### config.mk
export PLATFORM = sky130hd
export DESIGN_NAME = csbf_scan
export DESIGN_NICKNAME = d
export VERILOG_FILES = /design/src/rtl/csbf_scan_pkg.sv /design/src/rtl/csbf_diag_step.sv /design/src/rtl/csbf_sb_eval.sv /design/src/rtl/csbf_scan.sv
export SDC_FILE = /design/constraint.sdc
export NUM_CORES = 1
export LEC_CHECK = 0
export BUFFER_PORTS_ARGS = -buffer_cell sky130_fd_sc_hd__buf_2
export CAP_MARGIN = 20
export CELL_PAD_IN_SITES_DETAIL_PLACEMENT = 0
export CELL_PAD_IN_SITES_GLOBAL_PLACEMENT = 2
export CORE_MARGIN = 2
export CORE_UTILIZATION = 32
export CTS_CLUSTER_SIZE = 16
export DETAILED_ROUTE_END_ITERATION = 8
export PLACE_DENSITY = 0.79
export SYNTH_ARGS = -nofsm -noshare
export SYNTH_HDL_FRONTEND = slang
export SYNTH_SLANG_ARGS = --single-unit
export TNS_END_PERCENT = 50
### constraint.sdc
create_clock -name clk -period 3.4 [get_ports clk]
set_input_delay 0.34 -clock clk [delete_from_list [all_inputs] [get_ports clk]]
set_output_delay 0.34 -clock clk [all_outputs]
set_load 0.03 [all_outputs]
### src/rtl/csbf_scan_pkg.sv
package csbf_scan_pkg;
    typedef enum logic [1:0] {
        ST_IDLE,
        ST_SCAN,
        ST_DRAIN,
        ST_FINISH
    } scan_state_t;
endpackage

### src/rtl/csbf_diag_step.sv
// Next position along an up-right diagonal walk over a (lim+1)-square grid.
module csbf_diag_step #(
    parameter int W = 2
) (
    input  logic [W-1:0] x,
    input  logic [W-1:0] y,
    input  logic [W-1:0] lim,
    output logic [W-1:0] nx,
    output logic [W-1:0] ny,
    output logic         at_end
);
    logic [W:0] diag_next;

    always_comb begin
        diag_next = {1'b0, x} + {1'b0, y} + (W+1)'(1);
        at_end    = (x == lim) && (y == lim);
        if ((y == '0) || (x == lim)) begin
            if (diag_next <= {1'b0, lim}) begin
                nx = '0;
                ny = diag_next[W-1:0];
            end else begin
                ny = lim;
                nx = W'(diag_next - {1'b0, lim});
            end
        end else begin
            nx = x + W'(1);
            ny = y - W'(1);
        end
    end
endmodule

### src/rtl/csbf_sb_eval.sv
// Tracks, per sub-block, whether a nonzero was seen and where the latest one sat.
module csbf_sb_eval #(
    parameter int CW = 2
) (
    input  logic          clk,
    input  logic          rst_n,
    input  logic          clr,
    input  logic          vld,
    input  logic          last_c,
    input  logic          nz,
    input  logic [CW-1:0] cx,
    input  logic [CW-1:0] cy,
    output logic          sb_hit,
    output logic [CW-1:0] hit_x,
    output logic [CW-1:0] hit_y
);
    logic          seen_q;
    logic [CW-1:0] lx_q, ly_q;
    logic          take;

    always_comb begin
        take   = vld && nz;
        hit_x  = take ? cx : lx_q;
        hit_y  = take ? cy : ly_q;
        sb_hit = vld && last_c && (seen_q || nz);
    end

    always_ff @(posedge clk) begin
        if (!rst_n) begin
            seen_q <= 1'b0;
            lx_q   <= '0;
            ly_q   <= '0;
        end else if (clr || (vld && last_c)) begin
            seen_q <= 1'b0;
        end else if (take) begin
            seen_q <= 1'b1;
            lx_q   <= cx;
            ly_q   <= cy;
        end
    end
endmodule

### src/rtl/csbf_scan.sv
module csbf_scan
    import csbf_scan_pkg::*;
#(
    parameter int MAX_LOG2_SIDE = 5,
    parameter int COEF_W        = 16
) (
    input  logic                                   clk,
    input  logic                                   rst_n,
    input  logic                                   start,
    input  logic [$clog2(MAX_LOG2_SIDE-1)-1:0]     size_sel,
    output logic                                   rd_en,
    output logic [2*MAX_LOG2_SIDE-1:0]             rd_addr,
    input  logic signed [COEF_W-1:0]               rd_data,
    output logic [(1<<(2*(MAX_LOG2_SIDE-2)))-1:0]  csbf,
    output logic [2*(MAX_LOG2_SIDE-2)-1:0]         last_sb_idx,
    output logic [MAX_LOG2_SIDE-1:0]               last_x,
    output logic [MAX_LOG2_SIDE-1:0]               last_y,
    output logic                                   no_coeff,
    output logic                                   done
);
    localparam int SB_W  = MAX_LOG2_SIDE - 2;
    localparam int SBI_W = 2 * SB_W;

    scan_state_t state, state_nx;

    logic [SB_W-1:0]  side_m1, sbx, sby, sb_nx, sb_ny;
    logic [SBI_W-1:0] sb_idx;
    logic [1:0]       cx, cy, c_nx, c_ny;
    logic [3:0]       c_idx;
    logic             sb_end, c_end_unused, last_issue;
    logic             found_q;

    logic             p_vld, p_last;
    logic [SBI_W-1:0] p_sb_idx;
    logic [SB_W-1:0]  p_sbx, p_sby;
    logic [1:0]       p_cx, p_cy;
    logic             sb_hit;
    logic [1:0]       hit_x, hit_y;
    logic             accept;

    csbf_diag_step #(.W(SB_W)) u_sb_step (
        .x(sbx), .y(sby), .lim(side_m1), .nx(sb_nx), .ny(sb_ny), .at_end(sb_end)
    );

    csbf_diag_step #(.W(2)) u_coef_step (
        .x(cx), .y(cy), .lim(2'd3), .nx(c_nx), .ny(c_ny), .at_end(c_end_unused)
    );

    csbf_sb_eval #(.CW(2)) u_eval (
        .clk(clk), .rst_n(rst_n), .clr(accept), .vld(p_vld), .last_c(p_last),
        .nz(rd_data != '0), .cx(p_cx), .cy(p_cy),
        .sb_hit(sb_hit), .hit_x(hit_x), .hit_y(hit_y)
    );

    assign accept     = (state == ST_IDLE) && start;
    assign last_issue = (c_idx == 4'd15) && sb_end;

    // state register
    always_ff @(posedge clk) begin
        if (!rst_n) state <= ST_IDLE;
        else        state <= state_nx;
    end

    always_comb begin
        state_nx = state;
        unique case (state)
            ST_IDLE:   if (start) state_nx = ST_SCAN;
            ST_SCAN:   if (last_issue) state_nx = ST_DRAIN;
            ST_DRAIN:  state_nx = ST_FINISH;
            ST_FINISH: state_nx = ST_IDLE;
        endcase
    end

    // outputs
    always_comb begin
        rd_en    = (state == ST_SCAN);
        done     = (state == ST_FINISH);
        rd_addr  = {sby, cy, sbx, cx};
        no_coeff = !found_q;
    end

    // walk counters and read pipeline
    always_ff @(posedge clk) begin
        if (!rst_n) begin
            side_m1 <= '0;
            sbx <= '0; sby <= '0; sb_idx <= '0;
            cx <= '0; cy <= '0; c_idx <= '0;
            p_vld <= 1'b0; p_last <= 1'b0; p_sb_idx <= '0;
            p_sbx <= '0; p_sby <= '0; p_cx <= '0; p_cy <= '0;
        end else begin
            p_vld    <= (state == ST_SCAN);
            p_last   <= (c_idx == 4'd15);
            p_sb_idx <= sb_idx;
            p_sbx    <= sbx;
            p_sby    <= sby;
            p_cx     <= cx;
            p_cy     <= cy;
            if (accept) begin
                side_m1 <= SB_W'((1 << size_sel) - 1);
                sbx <= '0; sby <= '0; sb_idx <= '0;
                cx <= '0; cy <= '0; c_idx <= '0;
            end else if (state == ST_SCAN) begin
                if (c_idx == 4'd15) begin
                    c_idx  <= '0;
                    cx     <= '0;
                    cy     <= '0;
                    sbx    <= sb_nx;
                    sby    <= sb_ny;
                    sb_idx <= sb_idx + SBI_W'(1);
                end else begin
                    c_idx <= c_idx + 4'd1;
                    cx    <= c_nx;
                    cy    <= c_ny;
                end
            end
        end
    end

    // result registers
    always_ff @(posedge clk) begin
        if (!rst_n || accept) begin
            csbf        <= '0;
            last_sb_idx <= '0;
            last_x      <= '0;
            last_y      <= '0;
            found_q     <= 1'b0;
        end else if (sb_hit) begin
            csbf[p_sb_idx] <= 1'b1;
            last_sb_idx    <= p_sb_idx;
            last_x         <= {p_sbx, 2'b00} + MAX_LOG2_SIDE'(hit_x);
            last_y         <= {p_sby, 2'b00} + MAX_LOG2_SIDE'(hit_y);
            found_q        <= 1'b1;
        end
    end
endmodule

==> flow_summary.json <==
{
  "fin_skew_ns": 0.006344,
  "cts_setup_buffers": 0,
  "swShare_pct": 24.88,
  "cp-start-kind": "flop",
  "reg2reg_from": "sby[0]$_SDFFE_PP0P_",
  "yosysWarnings": 0,
  "stdcell_area_sq_mm": 0.006519,
  "nets": 728,
  "grt_pass1_vias": 4040,
  "crit_type": "reg -> reg",
  "synth_area_sq_mm": 0.005111,
  "dpl.cell_count": 881,
  "hold_violations": 0,
  "synth_cells": 573,
  "fin_hold_ws_ns": 0.2158,
  "cts_buffer_depth": 2,
  "dieArea_sq_mm": 0.01700,
  "fp-row-count": 46,
  "slew_headroom_pct": 36.65,
  "syn2layout_area_growth_pct": 27.54,
  "final_common_cell": "dfxtp_1",
  "rsz0062_at_grt": "no",
  "synth_seq_area_share_pct": 50.53,
  "grt-ovfl-total": 0,
  "ctsHoldBuffers": 0,
  "ys_ff_latch": 129,
  "critPathCaptureType": "flop",
  "p_per_area_mw_per_mm2": 629.3,
  "die_y_um": 130.4,
  "setup_viol": 0,
  "post_dp_cell_area_sq_mm": 0.005869,
  "num_vias": 4339,
  "h-tree-depth": 4,
  "p_switching_uw": 1021,
  "vias_per_cell": 4.763,
  "dp_hpwl_mm": 9.712,
  "combPwrFrac_pct": 12.7,
  "clk_latency_ns": 0.41,
  "grt_start_max_net_pins": 37,
  "diodes": 0,
  "worstPathArrival_ns": 3.07,
  "wirelength_mm": 13.45,
  "place.gp.congestion": 0.8909,
  "r2r_slack_ns": 0.65,
  "min-delay-start": "size_sel[0]",
  "antenna_left": 0,
  "drt_iter0_drc": 216,
  "ys.flop_type": "dfxtp_1",
  "p_int_uw": 3081,
  "status": "finished, final reports clean",
  "cts_tree": "yes",
  "ios": 114,
  "grt_util_all_layers_pct": 16.10,
  "port_buffers": 113,
  "p_leak_uw": 0.002716,
  "min_period_ns": 2.749,
  "initial_utilization_pct": 32.41,
  "die_x_um": 130.4,
  "syn_nets": 617,
  "cts_resized": 0,
  "hold_depth": 3,
  "synth_edf_count": 0,
  "cts-root-buf": "clkbuf_16",
  "synthArstFlopShare_pct": 0,
  "clock_sinks": 129,
  "yosysUniqueCellTypes": 51,
  "layout_common_cells": "dfxtp_1 (129), buf_2 (113), nand2_1 (107)",
  "avgSynthCellArea_sq_um": 8.920,
  "fin_setup_tns_ns": 0,
  "reg2reg_depth": 10,
  "pwr-share-seq_pct": 39.0,
  "clkPwrFrac_pct": 48.3,
  "fmax_mhz": 363.8,
  "min_to": "side_m1[2]$_SDFFE_PN0P_",
  "ir_worst_vdd_mv": 0.3413,
  "tightest_slew_ns": 0.9502,
  "core_sq_mm": 0.01577,
  "hp-class": "in -> reg",
  "cts_buffers": 17,
  "final_layout_size_suffix_gt1_share_pct": 23.02,
  "path_clk_slew_ns": 0.05,
  "wl_per_cell_um": 14.77,
  "period_share_pct": 80.85,
  "regToRegEndpoint": "sby[2]$_SDFFE_PP0P_",
  "cap_viol_max_count": 0,
  "crit_required_ns": 3.72,
  "stdcell_count": 911,
  "crit_path_max_fanout": 6,
  "dr.pass1.iters": 5,
  "slew_viol_final": 0,
  "drc": 0,
  "final.fill_count": 1621,
  "grt_pass1_wl_mm": 20.82,
  "antenna_found_initial": 0
}
## cells by family after synthesis
group | after synthesis | share of synthesized area, %
adder cells (fa/ha/maj) | 23 | 6.071
AO/OA/AOI/OAI | 121 | 13.39
flip-flops | 129 | 50.53
multiplexers | 9 | 1.763
buffers and inverters | 45 | 3.867
AND/OR/NAND/NOR | 232 | 21.98
XOR/XNOR | 14 | 2.399
## per-stage QoR
stage | utilization [%] | setup WS, ns | total power, uW
2_1_floorplan | - | 0.7399 | 2021
5_1_grt | 41.34 | 0.4579 | 4279
6_report | 41.34 | 0.6511 | 4102
3_3_place_gp | 37.22 | 0.7515 | 2144
3_5_place_dp | 37.22 | 0.6882 | 2153
4_1_cts | 41.34 | 0.6745 | 4151
## worst max path at each step
stage / from / to / slack [ns]
after detailed placement: sby[0]$_SDFFE_PP0P_ / sby[2]$_SDFFE_PP0P_ / 0.69
after global placement: sbx[0]$_SDFFE_PP0P_ / sby[2]$_SDFFE_PP0P_ / 0.75
final: sby[0]$_SDFFE_PP0P_ / sby[2]$_SDFFE_PP0P_ / 0.65
after floorplan: sby[0]$_SDFFE_PP0P_ / sby[2]$_SDFFE_PP0P_ / 0.74
after CTS: sby[0]$_SDFFE_PP0P_ / sby[2]$_SDFFE_PP0P_ / 0.67
after global routing: sby[0]$_SDFFE_PP0P_ / sby[2]$_SDFFE_PP0P_ / 0.46
## final cells by class
cell class | count | area [sq um] | share of cell area, %
Sequential cell | 129 | 2582 | 39.62
Multi-Input combinational cell | 399 | 2342 | 35.93
Timing Repair Buffer | 118 | 603.1 | 9.251
Clock buffer | 20 | 466.7 | 7.159
Tap cell | 216 | 270.3 | 4.146
Clock inverter | 10 | 182.7 | 2.802
Inverter | 19 | 71.32 | 1.094
## cell usage after synthesis (2+ instances only)
cell type    n  share of area (%)
and3_1       2               0.24
and2_1      10                1.2
o21ai_0     69                6.8
nor2_1      38                2.8
and3b_1      4               0.69
dfxtp_1    129                 51
nand4b_1     2               0.34
nand3b_1     5               0.73
nand2b_1     4               0.49
buf_1        4               0.29
mux2i_1      9                1.8
xnor2_1      4               0.69
fa_1         3                1.2
nor3_1      14                1.4
xor2_1      10                1.7
inv_1       17                1.2
buf_4        2               0.29
nor2b_1      2               0.24
nor4_1       8               0.98
buf_6        2               0.44
o31ai_1      2               0.29
nand4_1      7               0.86
nand3_2      3               0.59
a32o_1       3               0.59
nand3_1     16                1.6
or3_1        2               0.24
a22oi_1      2               0.29
clkbuf_1    13               0.95
buf_2        5               0.49
ha_1        20                4.9
a21oi_1     32                3.1
or3_4        3               0.66
nand2_1    107                7.9
o211ai_1     3               0.44
## metal layers
| metal | vias to the layer above | part of all wire, % | global-route usage, % |
|---|---|---|---|
| met1 | 2023 | 47 | 20.08 |
| met3 | 20 | 4.9 | 4.682 |
| li1 | 2187 | - | - |
| met2 | 109 | 47 | 26.92 |
| met5 | - | 0 | 0 |
| met4 | 0 | 1.7 | 5.319 |
## state kept, by name (all words and copies together) (netlist names), 4 cells and up
| name | cells |
|---|---|
| c_idx | 4 |
| csbf | 64 |
| last_sb_idx | 6 |
| last_x | 5 |
| last_y | 5 |
| p_sb_idx | 6 |
| sb_idx | 6 |
## worst max-delay path, stage by stage, from the launching register on
cell and delay (ns):
dfxtp_1 0.41, inv_1 0.13, ha_1 0.23, fa_1 0.38, xnor2_1 0.21, ha_1 0.30, nor2b_1 0.14, o21ai_0 0.14
nand3b_1 0.28, mux2i_1 0.20, o32ai_1 0.23
## power groups by stage
stage	clock network (uW)	registers, uW	logic [uW]
after floorplan	0	1640	385
after global placement	0	1630	516
after detailed placement	0	1630	522
after CTS	2030	1600	525
after global routing	2090	1600	586
final	1980	1600	520
No activity file was read; power rests on OpenSTA's default activity.
